File: src/rtl/gpio_bank_pkg.sv
package gpio_bank_pkg;

    typedef enum logic [1:0] {
        PH_IDLE   = 2'd0,
        PH_SETUP  = 2'd1,
        PH_ACCESS = 2'd2
    } bus_phase_e;

    // Word indices (byte offset / 4)
    localparam int unsigned W_OE_SET   = 0;
    localparam int unsigned W_OE_CLR   = 1;
    localparam int unsigned W_OE_STAT  = 2;
    localparam int unsigned W_DAT_SET  = 3;
    localparam int unsigned W_DAT_CLR  = 4;
    localparam int unsigned W_DAT      = 5;
    localparam int unsigned W_MSK_SET  = 6;
    localparam int unsigned W_MSK_CLR  = 7;
    localparam int unsigned W_MSK_STAT = 8;
    localparam int unsigned W_OD_SET   = 9;
    localparam int unsigned W_OD_CLR   = 10;
    localparam int unsigned W_OD_STAT  = 11;
    localparam int unsigned W_LEVEL    = 12;

endpackage

File: src/rtl/gpio_bus_fsm.sv
module gpio_bus_fsm
    import gpio_bank_pkg::*;
(
    input  logic clk,
    input  logic rst_n,
    input  logic psel,
    input  logic penable,
    input  logic pwrite,
    output logic wr_stb,
    output logic rd_en
);

    bus_phase_e phase_q, phase_d;

    always_ff @(posedge clk or negedge rst_n) begin
        if (!rst_n) phase_q <= PH_IDLE;
        else        phase_q <= phase_d;
    end

    always_comb begin
        phase_d = phase_q;
        wr_stb  = 1'b0;
        rd_en   = psel && !pwrite;
        unique case (phase_q)
            PH_IDLE: begin
                if (psel && !penable) phase_d = PH_SETUP;     // start
            end
            PH_SETUP: begin
                if (psel && penable) begin                    // commit
                    phase_d = PH_ACCESS;
                    wr_stb  = pwrite;
                end else if (!psel) begin
                    phase_d = PH_IDLE;
                end
            end
            PH_ACCESS: begin
                if (psel && !penable) phase_d = PH_SETUP;     // back-to-back start
                else if (!psel)       phase_d = PH_IDLE;      // release
            end
            default: phase_d = PH_IDLE;
        endcase
    end


    commit_after_setup_chk: assert property (@(posedge clk) disable iff (!rst_n)
        wr_stb |-> $past(psel && !penable));

endmodule

File: src/rtl/gpio_w1_reg.sv
module gpio_w1_reg #(
    parameter int unsigned WIDTH     = 32,
    parameter bit          DIRECT_WR = 1'b0
) (
    input  logic             clk,
    input  logic             rst_n,
    input  logic             set_we,
    input  logic             clr_we,
    input  logic             dir_we,
    input  logic [WIDTH-1:0] dir_mask,
    input  logic [WIDTH-1:0] wdata,
    output logic [WIDTH-1:0] q
);

    logic [WIDTH-1:0] q_d;
    logic             dir_ok;

    assign dir_ok = dir_we && DIRECT_WR;

    always_comb begin
        q_d = q;
        if (set_we)      q_d = q | wdata;
        else if (clr_we) q_d = q & ~wdata;
        else if (dir_ok) q_d = (q & ~dir_mask) | (wdata & dir_mask);
    end

    always_ff @(posedge clk or negedge rst_n) begin
        if (!rst_n) q <= '0;
        else        q <= q_d;
    end


    set_sticks_chk: assert property (@(posedge clk) disable iff (!rst_n)
        set_we |=> ((q & $past(wdata)) == $past(wdata)));


    clr_sticks_chk: assert property (@(posedge clk) disable iff (!rst_n)
        clr_we |=> ((q & $past(wdata)) == '0));


    masked_keep_chk: assert property (@(posedge clk) disable iff (!rst_n)
        (dir_we && !set_we && !clr_we) |=> (((q ^ $past(q)) & ~$past(dir_mask)) == '0));

endmodule

File: src/rtl/gpio_sync.sv
module gpio_sync #(
    parameter int unsigned WIDTH  = 32,
    parameter int unsigned STAGES = 2
) (
    input  logic             clk,
    input  logic             rst_n,
    input  logic [WIDTH-1:0] din,
    output logic [WIDTH-1:0] dout
);

    logic [WIDTH-1:0] stage_q [STAGES];
    logic             armed_q;

    always_ff @(posedge clk or negedge rst_n) begin
        if (!rst_n) begin
            stage_q[0] <= '0;
            armed_q    <= 1'b0;
        end else begin
            stage_q[0] <= din;
            armed_q    <= 1'b1;
        end
    end

    for (genvar s = 1; s < STAGES; s++) begin : g_stage
        always_ff @(posedge clk or negedge rst_n) begin
            if (!rst_n) stage_q[s] <= '0;
            else        stage_q[s] <= stage_q[s-1];
        end
    end

    assign dout = stage_q[STAGES-1];


    first_stage_chk: assert property (@(posedge clk) disable iff (!rst_n)
        armed_q |-> (stage_q[0] == $past(din)));

endmodule

File: src/rtl/gpio_out_bank.sv
module gpio_out_bank
    import gpio_bank_pkg::*;
#(
    parameter int unsigned NPINS  = 32,
    parameter int unsigned ADDR_W = 8,
    parameter int unsigned SYNC_N = 2
) (
    input  logic              clk,
    input  logic              rst_n,
    input  logic              psel,
    input  logic              penable,
    input  logic              pwrite,
    input  logic [ADDR_W-1:0] paddr,
    input  logic [NPINS-1:0]  pwdata,
    output logic [NPINS-1:0]  prdata,
    input  logic [NPINS-1:0]  pad_in,
    output logic [NPINS-1:0]  pad_out,
    output logic [NPINS-1:0]  pad_oe
);

    localparam int unsigned IDX_W = ADDR_W - 2;

    logic             wr_stb, rd_en, aligned;
    logic [IDX_W-1:0] widx;
    logic [NPINS-1:0] oe_q, dat_q, msk_q, od_q, level_q;

    assign widx    = paddr[ADDR_W-1:2];
    assign aligned = (paddr[1:0] == 2'b00);

    function automatic logic hit(input logic [IDX_W-1:0] idx, input int unsigned w);
        return idx == IDX_W'(w);
    endfunction

    logic wr_ok;
    assign wr_ok = wr_stb && aligned;

    gpio_bus_fsm i_fsm (
        .clk     (clk),
        .rst_n   (rst_n),
        .psel    (psel),
        .penable (penable),
        .pwrite  (pwrite),
        .wr_stb  (wr_stb),
        .rd_en   (rd_en)
    );

    gpio_w1_reg #(.WIDTH(NPINS), .DIRECT_WR(1'b0)) i_oe (
        .clk (clk), .rst_n (rst_n),
        .set_we (wr_ok && hit(widx, W_OE_SET)),
        .clr_we (wr_ok && hit(widx, W_OE_CLR)),
        .dir_we (1'b0), .dir_mask ('0),
        .wdata (pwdata), .q (oe_q)
    );

    gpio_w1_reg #(.WIDTH(NPINS), .DIRECT_WR(1'b1)) i_dat (
        .clk (clk), .rst_n (rst_n),
        .set_we (wr_ok && hit(widx, W_DAT_SET)),
        .clr_we (wr_ok && hit(widx, W_DAT_CLR)),
        .dir_we (wr_ok && hit(widx, W_DAT)), .dir_mask (msk_q),
        .wdata (pwdata), .q (dat_q)
    );

    gpio_w1_reg #(.WIDTH(NPINS), .DIRECT_WR(1'b0)) i_msk (
        .clk (clk), .rst_n (rst_n),
        .set_we (wr_ok && hit(widx, W_MSK_SET)),
        .clr_we (wr_ok && hit(widx, W_MSK_CLR)),
        .dir_we (1'b0), .dir_mask ('0),
        .wdata (pwdata), .q (msk_q)
    );

    gpio_w1_reg #(.WIDTH(NPINS), .DIRECT_WR(1'b0)) i_od (
        .clk (clk), .rst_n (rst_n),
        .set_we (wr_ok && hit(widx, W_OD_SET)),
        .clr_we (wr_ok && hit(widx, W_OD_CLR)),
        .dir_we (1'b0), .dir_mask ('0),
        .wdata (pwdata), .q (od_q)
    );

    gpio_sync #(.WIDTH(NPINS), .STAGES(SYNC_N)) i_sync (
        .clk (clk), .rst_n (rst_n),
        .din (pad_in), .dout (level_q)
    );

    assign pad_out = dat_q;
    assign pad_oe  = oe_q & ~(od_q & dat_q);

    always_comb begin
        prdata = '0;
        if (rd_en && aligned) begin
            if      (hit(widx, W_OE_STAT))  prdata = oe_q;
            else if (hit(widx, W_DAT))      prdata = dat_q;
            else if (hit(widx, W_MSK_STAT)) prdata = msk_q;
            else if (hit(widx, W_OD_STAT))  prdata = od_q;
            else if (hit(widx, W_LEVEL))    prdata = level_q;
        end
    end


    masked_write_blocked_chk: assert property (@(posedge clk) disable iff (!rst_n)
        (wr_ok && hit(widx, W_DAT) && msk_q == '0) |=> $stable(pad_out));


    od_high_released_chk: assert property (@(posedge clk) disable iff (!rst_n)
        $stable(od_q) && $stable(oe_q) && $rose(pad_out[0]) && od_q[0] |-> !pad_oe[0]);

endmodule

File: config.mk
export PLATFORM = sky130hd
export DESIGN_NAME = gpio_out_bank
export DESIGN_NICKNAME = d
export VERILOG_FILES = /design/src/rtl/gpio_bank_pkg.sv /design/src/rtl/gpio_bus_fsm.sv /design/src/rtl/gpio_w1_reg.sv /design/src/rtl/gpio_sync.sv /design/src/rtl/gpio_out_bank.sv
export SDC_FILE = /design/constraint.sdc
export NUM_CORES = 1
export LEC_CHECK = 0
export BUFFER_PORTS_ARGS = -buffer_cell sky130_fd_sc_hd__buf_4
export CAP_MARGIN = 10
export CORE_MARGIN = 4
export CORE_UTILIZATION = 50
export CTS_CLUSTER_SIZE = 14
export DETAILED_ROUTE_END_ITERATION = 8
export PLACE_DENSITY = 0.76
export SETUP_SLACK_MARGIN = 0.4
export SLEW_MARGIN = 20
export SYNTH_ARGS = -nofsm -noshare
export SYNTH_HDL_FRONTEND = slang
export SYNTH_SLANG_ARGS = --single-unit
File: constraint.sdc
create_clock -name clk -period 2.9 [get_ports clk]
set_input_delay 0.725 -clock clk [delete_from_list [all_inputs] [get_ports clk]]
set_output_delay 0.725 -clock clk [all_outputs]
set_load 0.05 [all_outputs]
### Yosys cells after proc, flatten, opt, wreduce, memory -nomap -nowiden

Index checks and enable logic that the tools add are counted.

| storage, ports and cells | value |
|---|---|
| bits in registers | 194 |
| input bits | 77 |
| output and inout port bits | 96 |
| word-level logic and storage cells | 83 |

| cells by class | value |
|---|---|
| equality and inequality tests | 15 |
| muxes and demuxes | 22 |
| bitwise operators | 16 |
| reductions and logical operators | 23 |

Operator list:

| operator | number |
|---|---|
| $mux W32 | 15 |
| $and A32 B32 Y32 | 8 |
| $or A32 B32 Y32 | 5 |
| $not A32 Y32 | 3 |
| $eq A6 B4 Y1 const B | 5 |
| $eq A6 B3 Y1 const B | 4 |
| $logic_and A1 B1 Y1 | 14 |
| $eq A6 B2 Y1 const B | 2 |
| $mux W2 | 4 |
| $eq A6 B1 Y1 const B | 1 |
| $logic_not A6 Y1 | 1 |
| $pmux W2 S3 | 1 |
| $reduce_bool A2 Y1 | 3 |
| $logic_not A2 Y1 | 2 |
| $reduce_bool A3 Y1 | 1 |
| $eq A2 B1 Y1 const B | 1 |
| $eq A2 B2 Y1 const B | 1 |
| $logic_not A1 Y1 | 2 |
| $mux W1 | 2 |
| $ne A2 B1 Y1 const B | 1 |

### Depth between registers and ports, before layout

Gate-level depths: netlist of run 1.

| depth | value |
|---|---|
| word-level depth | 8 |
| depth in mapped cells | 7 |
| depth with buffers taken out | 4 |

### By module

Synthesis of run 1 repeated with hierarchy kept, for this count alone.

| second synthesis, totals | value |
|---|---|
| cell total of the unflattened synthesis | 948 |
| area total of the unflattened synthesis | 9611.7 um2 |

Modules (own cells, without submodules):

| module | instances | cells each | area each (um2) | sequential area each (um2) |
|---|---|---|---|---|
| gpio_w1_reg at i_msk ... | 3 | 102 | 1249.9 | 800.8 |
| gpio_out_bank | 1 | 326 | 2003.2 | 0.0 |
| gpio_w1_reg at i_dat | 1 | 211 | 1926.8 | 800.8 |
| gpio_sync | 1 | 96 | 1841.8 | 1601.5 |
| gpio_bus_fsm | 1 | 9 | 90.1 | 50.0 |

### Worst setup path before layout of run 1

No wires, ideal clock.

| timing path | value |
|---|---|
| path kind | in2out |
| from | input port paddr[7] |
| to | output port prdata[4] |
| arrival time | 3.126 ns |
| required time | 2.175 ns |
| setup slack | -0.951 ns |
| cell stages on the path | 6 |
| path buffers | 2 |
| cell sequence | or3_1 > buf_4 > nor2_1 > clkbuf_1 > a221oi_1 > a211oi_1 |

| between the ends | value |
|---|---|
| longest elaborated chain between the ends | 7 |
| elaborated cells on any way between the ends | 11 |
| classes of those cells | eq/ne (5); mux (6) |

Ends and longest elaborated chain:

| item | RTL line | source |
|---|---|---|
| from (decl) | gpio_out_bank.sv:13 | `input logic [ADDR_W-1:0] paddr,` |
| $eq A6 B4 Y1 | gpio_out_bank.sv:31 | `return idx == IDX_W'(w);` |
| $mux W32 | gpio_out_bank.sv:94 | `else if (hit(widx, W_LEVEL)) prdata = level_q;` |
| $mux W32 | gpio_out_bank.sv:93 | `else if (hit(widx, W_OD_STAT)) prdata = od_q;` |
| $mux W32 | gpio_out_bank.sv:92 | `else if (hit(widx, W_MSK_STAT)) prdata = msk_q;` |
| $mux W32 | gpio_out_bank.sv:91 | `else if (hit(widx, W_DAT)) prdata = dat_q;` |
| $mux W32 * | gpio_out_bank.sv:90 | `if (hit(widx, W_OE_STAT)) prdata = oe_q;` |
| $mux W32 * | gpio_out_bank.sv:89 | `if (rd_en && aligned) begin` |
| to (decl) | gpio_out_bank.sv:15 | `output logic [NPINS-1:0] prdata,` |

Every way passes the cells marked *; elsewhere a longest branch is shown, timed or not.

### Worst setup path after layout of run 1

| timing path | value |
|---|---|
| from | input port paddr[1] |
| to | output port prdata[21] |

| between the ends | value |
|---|---|
| longest elaborated chain between the ends | 3 |

Ends and longest elaborated chain:

| item | RTL line | source |
|---|---|---|
| $logic_not A2 Y1 | gpio_out_bank.sv:28 | `assign aligned = (paddr[1:0] == 2'b00);` |
| $logic_and A1 B1 Y1 | gpio_out_bank.sv:89 |  |
| $mux W32 | gpio_out_bank.sv:89 |  |

No other way between the ends.

==> results of run 1 <==
final timing paths:
path | start | endpoint | slack (ns) | depth (start not counted)
max in group asynchronous | rst_n | asynchronous set/reset pin | 1.89 | 2
setup / recovery | paddr[1] | prdata[21] | -0.11 | 7
setup reg to reg | i_fsm.phase_q[1]$_DFFE_PN0P_ | flop | 0.92 | 6
hold / removal | rst_n | i_sync.stage_q[58]$_DFF_PN0_ | 0.22 | 1
min in group clk | i_sync.stage_q[33]$_DFF_PN0_ | i_sync.dout[1]$_DFF_PN0_ | 0.35 | 0
hold reg to reg | i_sync.stage_q[33]$_DFF_PN0_ | i_sync.dout[1]$_DFF_PN0_ | 0.35 | 0
logic make-up (layout without fill, tap and decap cells):
family / Yosys count / after routing / share of synthesized area, %
simple gates: 254 / 254 / 12.71
xor+xnor: 3 / 3 / 0.2851
mux: 34 / 34 / 4.140
flops: 194 / 194 / 52.67
compound gates: 319 / 319 / 26.47
buf+inv: 76 / 279 / 3.733
layer usage:
metal / track usage, % / share of wire, %
met2: 46.44 / 49
met1: 38.17 / 39
met3: 6.922 / 9.2
met4: 10.01 / 2.5
met5: 0 / 0
area by class of cell:
class / count / area [µm²]
multi-input combinational: 610 / 5117
sequential: 194 / 4855
fill: 1242 / 4850
timing repair buffer: 244 / 2267
clock buffer: 17 / 425.4
tap: 229 / 286.5
clock inverter: 15 / 212.7
inverter: 3 / 11.26
worst max-delay path: cells and delay by family:
| kind | cells | cell delay [ns] |
|---|---|---|
| AND/OR/NAND/NOR | 2 | 0.62 |
| AO/OA/AOI/OAI | 2 | 0.44 |
| buffers and inverters | 3 | 0.48 |
cells in the mapped netlist, types with 31 or more instances:
| cell | n | area share (%) |
|---|---|---|
| o21ai_0 | 32 | 1.7 |
| a221oi_1 | 32 | 3.0 |
| nor2_1 | 66 | 2.7 |
| and3_1 | 35 | 2.4 |
| nand2_1 | 127 | 5.2 |
| a211o_1 | 32 | 3.0 |
| dfrtp_1 | 194 | 53 |
| clkbuf_1 | 62 | 2.5 |
| o211a_1 | 32 | 3.5 |
| o221ai_1 | 31 | 2.9 |
| a21oi_1 | 34 | 1.8 |
| a21boi_0 | 38 | 3.1 |
| o31ai_1 | 31 | 2.5 |
| a211oi_1 | 32 | 2.6 |
| mux2_2 | 33 | 4.0 |
where the power goes:
part | internal, W | switching [W] | leakage (nW)
Sequential | 0.00276 | 0.0000278 | 2.56
Combinational | 0.000161 | 0.000251 | 3.52
Clock | 0.00133 | 0.00117 | 0.307
cells in the final DEF (no fill, tap or decap), types with 9 or more instances in the layout:
master / Yosys / final
dfrtp_1: 194 / 194
buf_4: 1 / 181
nand2_1: 127 / 102
nor2_1: 66 / 62
a21boi_1: 21 / 51
buf_6: 7 / 39
a21oi_1: 34 / 34
and3_1: 35 / 33
mux2_2: 33 / 33
a211o_1: 32 / 32
o211a_1: 32 / 32
o21ai_0: 32 / 31
o31ai_1: 31 / 31
a211oi_4: 0 / 31
a221oi_2: 0 / 20
o221ai_2: 0 / 19
clkbuf_16: 0 / 18
nand2_2: 0 / 17
buf_12: 0 / 15
a221oi_4: 0 / 9
repair_timing:
action	in CTS	in global routing
setup buffers	9	3
pin swaps	18	23
gates cloned	2	1
setup endpoints to repair	32	32
hold buffers	0	0
resized for setup	91	48
per-stage QoR:
step	total power [W]	setup WS (ns)	instances	hold WS, ns
floorplan	0.002953	-0.06455	880	0.3312
global placement	0.003196	-0.1824	1265	0.3311
detailed placement	0.003202	-0.2245	1265	0.3347
CTS	0.005709	-0.06562	1308	0.2291
global route	0.005886	-0.1183	1312	0.2372
finish	0.005697	-0.1050	1312	0.2227
==> results by group, run 1 <==
Detailed routing
  • Residual DRC: 0
  • Vias: between 8000 and 9000
  • Antenna viol nets, final: 0
  • DRT Pass-1 Iters: 5
  • Drt initial violations: 672
  • Mean routed wirelength per cell: 22.73 µm
  • Via/cell ratio: 6.368
  • DRT Wirelength: between 20000 and 30000 µm

Setup path
  • Setup Crit Path Kind: primary input to output port
  • Crit path DAT: between 2 and 2.5 ns
  • CP Cell Sequence: buf_6, or3b_4, nor2_4, buf_8, o221ai_2, a211oi_4, buf_6
  • Worst Path Required: about 2.2 ns
  • CP Launch Type: primary input
  • Slowest CP cell: or3b_4
  • CP max FO: 10
  • Crit end category: output port
  • Largest stage delay, worst path: 0.43 ns
  • Cell mode on critical path: buf_6

Layout
  • Layout area overhead: 42.93%
  • ANT cells: 0
  • Final net count: 1147
  • Final Core Density: 73.09%
  • Layout cells sized above 1: around two fifths
  • Fin area: about 13000 µm²

Place
  • Instance area after placement: ~12000 µm²
  • Buffers on Ports: about 170
  • HPWL after detailed placement: roughly 18000 µm
  • Gp weighted congestion: roughly 0.83

Logic synthesis
  • Ys flop type: dfrtp_1
  • Synth Warn #: 0
  • Yosys cell types: 42
  • EDFF count, synth: 0
  • Syn Area/Cell: about 10 µm²
  • Syn Std Cell Area: 9218 µm²
  • Syn Nets: around 960
  • Synth async-reset ratio: 100.0%
  • Register bit total from synthesis: about 190
  • Syn Inst Count: 880
  • Post-synthesis sequential area ratio: 52.67%

GRT
  • GRT Total Usage: approximately 29%
  • Largest net degree at the start of global routing: 66
  • Number of global-route vias before repair: approximately 8400
  • Global route overflow: 0
  • Global-route wire length before repair: ~46000 µm
  • Initial antenna violation count: 0

Power and ir drop
  • Power per Cell Area: 432.4 nW/µm²
  • P_leak: approximately 6.4 nW
  • VDD IR max: 387.2 µV

Floorplan
  • # IOs: 173
  • Die Footprint: a little over 20000 µm²
  • Core ar.: 18020 µm²
  • Die Span X: approximately 140 µm
  • Die Height: 143.8 µm
  • Initial Utilization: between 50 and 60%
  • Cell Rows: 49

Timing
  • Min cycle time layout: around 3 ns
  • Slew Viols, Final: 0
  • FMAX: 332.8 MHz
  • Slew headroom: 52.05%
  • Setup TNS: -1.480 ns
  • Max Clock Skew: between 0.01 and 0.015 ns
  • Setup ws final: -0.1050 ns
  • Final setup fails: 32
  • Final period util: 103.6%
  • RSZ-0062 raised after global routing: yes
  • Hold Fails Final Rpt: 0
  • Worst slew pin tran: 0.7193 ns

Clock tree
  • H-tree levels: 4
  • Clock latency on the worst-skew pair: about 0.44 ns
  • Root Buffer: clkbuf_16
  • CTS tree: built
  • CTS clk-pin slew, worst paths: around 0.070 ns
  • Sink Count: 194
  • Bufs on Longest Clock Path: 2
  • CTS Buf Count: 17

Worst hold path
  • Min-Delay Path Class: primary input to asynchronous set/reset pin

Run status
  • Failing checks: setup timing
  • Outcome: finished, violations left

Job
  • Max-Cap Viols: 0
No activity file was read; power rests on OpenSTA's default activity.
==> run 2: changes to the inputs <==
ABC_AREA = 1   (was unset)
CORE_UTILIZATION = 51   (was 50)
PLACE_DENSITY = 0.77   (was 0.76)
==> run 2 against run 1 <==
  * The flow finishes with violations (DRC)
  * Cell area increased by 3.5%
  * Final cell count increased by 36%
  * First-iteration DRC count increased by 36%
  * Clock power decreased by 2%
==> results by group, run 2 <==
Worst hold path
  • Min-Delay Path Class: primary input to asynchronous set/reset pin

GRT
  • GRT Total Usage: 30.40% (+1.7 points)
  • Initial antenna violation count: 0 (unchanged)
  • Global-route wire length before repair: 53030 µm (+15%)
  • Largest net degree at the start of global routing: 64 (-3.0%)
  • Number of global-route vias before repair: 10190 (+21%)
  • Global route overflow: 0 (unchanged)

Logic synthesis
  • Synth async-reset ratio: 100.0% (unchanged)
  • Synth Area in Simple Gates: 23.21% (+11 points)
  • Post-Synth Adder-Cell Area: 0% (unchanged)
  • Syn Area/Cell: 7.565 µm² (-28%)
  • Syn Inst Count: 1313 (+49%)
  • EDFF count, synth: 0 (unchanged)
  • Syn Std Cell Area: 9933 µm² (+7.8%)
  • Synth Warn #: 0 (unchanged)
  • Proportion of synthesized area in mux cells: 0% (-4.1 points)
  • Syn Nets: 1390 (+45%)
  • Yosys cell types: 28 (-33%)
  • Synth area leader: dfrtp_1
  • Register bit total from synthesis: 194 (unchanged)
  • Top-count cell post-synth: nand2_1
  • Post-synthesis xor/xnor area fraction: 0% (-0.29 points)
  • Synth Area in Compound Gates: 17.79% (-8.7 points)
  • Post-synthesis sequential area ratio: 48.87% (-3.8 points)
  • Top cell type's share of synthesized area: 48.87% (-3.8 points)
  • Top post-synthesis cells by count: nand2_1 (316), o21ai_0 (207), dfrtp_1 (194)
  • Synth area leaders: dfrtp_1 (49%), nand2_1 (12%), o21ai_0 (10%)
  • Ys flop type: dfrtp_1
  • Main combinational cell family by area after synthesis: simple AND/OR/NAND/NOR gates

Clock tree
  • H-tree levels: 4 (unchanged)
  • CTS tree: built
  • Bufs on Longest Clock Path: 2 (unchanged)
  • Root Buffer: clkbuf_16
  • CTS clk-pin slew, worst paths: 0.07 ns (about the same)
  • Sink Count: 194 (unchanged)
  • Clock latency on the worst-skew pair: 0.44 ns (about the same)
  • CTS Buf Count: 17 (unchanged)
  • Cts hold-fix bufs: 0 (unchanged)

Setup path
  • Crit path max-delay family: buffers and inverters
  • Reg2Reg Launch Point: i_fsm.phase_q[1]$_DFFE_PN0P_
  • Crit path DAT: 2.07 ns (-0.21 ns)
  • Critical Path Stages: 10 (+3)
  • CP Launch Type: primary input
  • Crit path buffers/inverters: 5 (+2)
  • Setup Crit Path Kind: primary input to output port
  • Register-to-Register Path Depth: 9 (+3)
  • CP max FO: 6 (-4)
  • Largest stage delay, worst path: 0.18 ns (-0.25 ns)
  • CP Cell Sequence: buf_8, nor2_4, buf_6, nand3_4, buf_12, buf_16, o22ai_4, nor3_4, nor2_4, buf_6
  • Crit end category: output port
  • Crit path from: paddr[6]
  • Slowest CP cell: nor2_4
  • Worst Path Required: 2.17 ns (about the same)

Floorplan
  • Die Footprint: 21770 µm² (+5.3%)
  • Cell Rows: 50 (+2.0%)
  • # IOs: 173 (unchanged)
  • Die Height: 147.6 µm (+2.6%)
  • Initial Utilization: 52.40% (+1.3 points)
  • Die Span X: 147.6 µm (+2.6%)
  • Core ar.: 18960 µm² (+5.2%)

Detailed routing
  • Mean routed wirelength per cell: 18.52 µm (-19%)
  • Vias: 10080 (+21%)
  • Residual DRC: 1 (+1)
  • DRT Pass-1 Iters: 7 (+2)
  • Drt initial violations: 912 (+36%)
  • DRT Wirelength: 33050 µm (+11%)
  • Antenna viol nets, final: 0 (unchanged)
  • Via/cell ratio: 5.648 (-11%)

Timing
  • Final setup fails: 0 (-100%)
  • Max Clock Skew: 0.01049 ns (-0.0008710 ns)
  • Final period util: 96.43% (-7.2 points)
  • RSZ-0062 raised after global routing: yes
  • FMAX: 357.6 MHz (+7.5%)
  • Worst slew pin tran: 0.7766 ns (+0.05738 ns)
  • Min cycle time layout: 2.797 ns (-0.2085 ns)
  • Setup TNS: 0 ns (+1.480 ns)
  • Slew headroom: 48.15% (-3.9 points)
  • Slew Viols, Final: 0 (unchanged)
  • WHS: 0.2759 ns (+0.05323 ns)
  • Hold Fails Final Rpt: 0 (unchanged)

Place
  • HPWL after detailed placement: 20380 µm (+11%)
  • Instance area after placement: 12140 µm² (+4.6%)
  • Gp weighted congestion: 0.8787 (+5.8%)
  • Buffers on Ports: 172 (unchanged)

Layout
  • Layout cells sized above 1: 26.30% (-15 points)
  • Final net count: 1589 (+39%)
  • Most frequent cells in the layout: nand2_1 (311), dfrtp_1 (194), inv_1 (183), o21ai_0 (182), buf_4 (179)
  • Fin area: 13640 µm² (+3.5%)
  • Commonest non-fill, non-tap cell in the layout: nand2_1
  • Final Core Density: 71.94% (-1.2 points)
  • Layout area overhead: 37.28%
  • ANT cells: 0 (unchanged)

Run status
  • Outcome: finished, violations left
  • Failing checks: DRC

Power and ir drop
  • P_leak: 6.476 nW (+1.4%)
  • Power per Cell Area: 414.1 nW/µm² (-4.2%)
  • Power, Total: 0.005647 W (-0.89%)
  • VDD IR max: 421.2 µV (+8.8%)

Job
  • Max-Cap Viols: 0 (unchanged)
[run 2: changes by cell type in the layout (fill, tap and decap cells not counted), moves of 31 or more]
cell / before / now
a211o_1: 32 / 0
a211oi_4: 31 / 0
a21boi_1: 51 / 15
a21oi_1: 34 / 2
and3_1: 33 / 0
inv_1: 3 / 183
mux2_2: 33 / 0
nand2_1: 102 / 311
nand3_1: 0 / 54
nor2_4: 3 / 44
o211a_1: 32 / 0
o21ai_0: 31 / 182
o21ai_1: 0 / 44
o31ai_1: 31 / 0
[run 2: worst paths after layout]
path	endpoint	slack, ns
worst max-delay path	prdata[5]	0.10
worst min-delay path	i_sync.dout[1]$_DFF_PN0_	0.28
worst max register to register	flop	0.79
worst min register to register	i_sync.dout[24]$_DFF_PN0_	0.35
max in group asynchronous	i_sync.dout[25]$_DFF_PN0_	1.84
min in group clk	i_sync.dout[24]$_DFF_PN0_	0.35
[run 2: metal layers]
layer	vias to the layer above	global-route usage, %	wire length [µm]
li1	4593	-	-
met1	4834	40.28	13100
met2	548	49.32	15550
met3	107	6.039	3167
met4	0	12.30	1234
met5	-	0	0
[run 2: logic make-up (layout without fill, tap and decap cells)]
logic type | Yosys count | after routing
AO/OA/AOI/OAI | 320 | 320
AND/OR/NAND/NOR | 549 | 549
buffers and inverters | 250 | 462
flip-flops | 194 | 194
[run 2: per-stage QoR]
stage	cells	setup WS, ns
6_report	1785	0.1035
5_1_grt	1785	0.04182
4_1_cts	1783	0.1127
3_5_place_dp	1739	0.03708
3_3_place_gp	1739	0.04587
2_1_floorplan	1313	0.3908
[run 2: report_power, final]
group / internal [W] / switching, W / leakage [nW]
clock: 0.00135 / 0.00111 / 0.300
combinational: 0.000151 / 0.000256 / 3.78
sequential: 0.00276 / 0.0000188 / 2.39
[run 2: repair_timing]
item,CTS,global route
resized for setup,127,32
buffers inserted,7,2
pin swaps,18,7
endpoints found under the hold margin,0,0
cloned,5,0
setup endpoints to repair,32,32
[run 2: layout make-up]
type	count	area, µm²
timing repair buffer	240	2317
clock inverter	13	165.2
clock buffer	19	452.9
inverter	190	715.7
multi-input combinational	869	4806
fill	1438	5319
tap	260	325.3
sequential	194	4855
==> run 3: changes to the inputs <==
CTS_CLUSTER_SIZE = 12   (was 14)
SETUP_SLACK_MARGIN = 0.2   (was 0.4)
==> run 3 against run 2 <==
  * The flow now finishes without violations
  * Cell area is 5.6% lower
  * Worst setup slack better by 0.11 ns
  * Power is 0.70% higher
  * Combinational power is 10% lower
  * Clock skew is 0.0011 ns lower
  * Critical path depth stayed put
  * Clock power is 3% higher
  * Critical endpoint is now prdata[16]
  * Global-route usage is 3.0 points lower
  * Register-to-register slack better by 0.10 ns
==> results by group, run 3 (synthesis results as in run 2) <==
Run status
  • Outcome: finished clean

Setup path
  • CP max FO: 8 (+2)
  • CP Launch Type: primary input
  • Reg2Reg Setup Slack: 0.89 ns (+0.10 ns)
  • Setup Crit Path Kind: primary input to output port
  • Worst Path Required: 2.17 ns (about the same)
  • Crit path DAT: 1.97 ns (-0.10 ns)
  • Crit end category: output port

Timing
  • Slew Viols, Final: 0 (unchanged)
  • WHS: 0.2676 ns (-0.008335 ns)
  • RSZ-0062 raised after global routing: yes
  • Max Clock Skew: 0.009347 ns (-0.001141 ns)
  • FMAX: 371.5 MHz (+3.9%)
  • Setup ws final: 0.2085 ns (+0.1050 ns)
  • Hold Fails Final Rpt: 0 (unchanged)
  • Slew headroom: 51.70% (+3.5 points)
  • Final setup fails: 0 (unchanged)
  • Final period util: 92.81% (-3.6 points)
  • Min cycle time layout: 2.692 ns (-0.1050 ns)
  • Worst slew pin tran: 0.7235 ns (-0.05316 ns)
  • Setup TNS: 0 ns (unchanged)

Layout
  • Layout area overhead: 29.65%
  • Finished Layout Cells: 1771 (-0.78%)
  • Final net count: 1576 (-0.82%)
  • ANT cells: 0 (unchanged)
  • Layout cells sized above 1: 23.10% (-3.2 points)
  • Fin area: 12880 µm² (-5.6%)
  • Most frequent cells in the layout: nand2_1 (313), dfrtp_1 (194), buf_4 (191), inv_1 (181), o21ai_0 (176)
  • Fill count: 1551 (+7.9%)
  • Commonest non-fill, non-tap cell in the layout: nand2_1

Job
  • Max-Cap Viols: 0 (unchanged)

Power and ir drop
  • NetSw: 0.001292 W (-6.9%)
  • Gate power share: 6.4% (-0.8 points)
  • VDD IR max: 358.1 µV (-15%)
  • Sequential fraction of design power: 48.9% (-0.3 points)
  • P_int: 0.004394 W (+3.2%)
  • Clock power frac: 44.7% (+1.1 points)
  • Power per Cell Area: 441.5 nW/µm² (+6.6%)
  • Switching Share: 22.72% (-1.9 points)
  • P_leak: 6.225 nW (-3.9%)

GRT
  • Global route overflow: 0 (unchanged)
  • Largest net degree at the start of global routing: 60 (-6.3%)
  • Number of global-route vias before repair: 9350 (-8.3%)
  • GRT Total Usage: 27.39% (-3.0 points)
  • Initial antenna violation count: 0 (unchanged)
  • Global-route wire length before repair: 47990 µm (-9.5%)

Clock tree
  • CTS Buf Count: 17 (unchanged)
  • Clock latency on the worst-skew pair: 0.43 ns (about the same)
  • Sink Count: 194 (unchanged)
  • Cts hold-fix bufs: 0 (unchanged)
  • H-tree levels: 4 (unchanged)
  • Bufs on Longest Clock Path: 2 (unchanged)
  • Root Buffer: clkbuf_16
  • CTS tree: built
  • CTS clk-pin slew, worst paths: 0.07 ns (about the same)

Floorplan
  • Cell Rows: 50 (unchanged)
  • # IOs: 173 (unchanged)
  • Die Footprint: 21770 µm² (unchanged)
  • Die Span X: 147.6 µm (unchanged)
  • Die Height: 147.6 µm (unchanged)
  • Core ar.: 18960 µm² (unchanged)
  • Initial Utilization: 52.40% (unchanged)

Detailed routing
  • Drt initial violations: 782 (-14%)
  • Vias: 9625 (-4.5%)
  • DRT Pass-1 Iters: 9 (+2)
  • Via/cell ratio: 5.435 (-3.8%)
  • DRT Wirelength: 30430 µm (-7.9%)
  • Mean routed wirelength per cell: 17.18 µm (-7.2%)
  • Residual DRC: 0 (-1)
  • Antenna viol nets, final: 0 (unchanged)

Place
  • Setup WS pre-CTS: 0.09513 ns (+0.05806 ns)
  • Dpl cells: 1736 (-0.17%)
  • Buffers on Ports: 172 (unchanged)
  • HPWL after detailed placement: 20210 µm (-0.83%)
  • Instance area after placement: 11880 µm² (-2.1%)
  • Gp weighted congestion: 0.8472 (-3.6%)

Worst hold path
  • Min-Delay Path Class: primary input to asynchronous set/reset pin
run 3: final cells by class:
type	instances	area (µm²)	share of cell area, %
Tap cell	260	325.3	2.526
Timing Repair Buffer	227	1943	15.09
Clock inverter	10	172.7	1.341
Clock buffer	21	460.4	3.575
Inverter	190	728.2	5.654
Multi-Input combinational cell	869	4394	34.12
Sequential cell	194	4855	37.70
run 3: worst paths after layout:
kind | start | to | cells past startpoint
worst max-delay path | paddr[6] | prdata[16] | 10
max in group asynchronous | rst_n | asynchronous set/reset pin | 2
worst max register to register | i_fsm.phase_q[1]$_DFFE_PN0P_ | flop | 11
worst min-delay path | rst_n | i_sync.dout[24]$_DFF_PN0_ | 1
min in group clk | i_sync.stage_q[32]$_DFF_PN0_ | i_sync.dout[0]$_DFF_PN0_ | 0
worst min register to register | i_sync.stage_q[32]$_DFF_PN0_ | i_sync.dout[0]$_DFF_PN0_ | 0
run 3: power groups by stage:
stage                     Combinational (W)  Sequential [W]  Clock [W]
after detailed placement           0.000339         0.00283          0
after floorplan                    0.000109         0.00283          0
after CTS                          0.000346         0.00278    0.00258
final                              0.000364         0.00278    0.00254
after global routing               0.000402         0.00278    0.00272
after global placement             0.000333         0.00283          0
run 3: metrics by stage:
step,utilization [%],power (W)
after CTS,66.50,0.005703
after floorplan,-,0.002940
after detailed placement,62.69,0.003170
after global placement,62.69,0.003162
final,67.94,0.005686
after global routing,67.94,0.005901
run 3: critical path: stages:
cell and delay [ns]:
buf_6 0.10, inv_2 0.06, nand2_4 0.07, nor2_4 0.19
nand2_4 0.11, buf_12 0.17, o21ai_4 0.15, nor3_2 0.05
nor2_2 0.14, buf_6 0.18
run 3: what timing repair did:
action,CTS,global route
endpoints found under the hold margin,0,0
setup endpoints to repair,32,32
buffers inserted,0,2
gates cloned,0,2
resized for setup,27,79
pin swaps,1,17
run 3: layer usage:
metal | vias to the layer above | track usage (%) | part of all wire [%]
li1 | 4558 | - | -
met1 | 4549 | 36.27 | 40
met2 | 458 | 46.75 | 49
met3 | 60 | 5.303 | 8.6
met4 | 0 | 6.664 | 1.9
met5 | - | 0 | 0
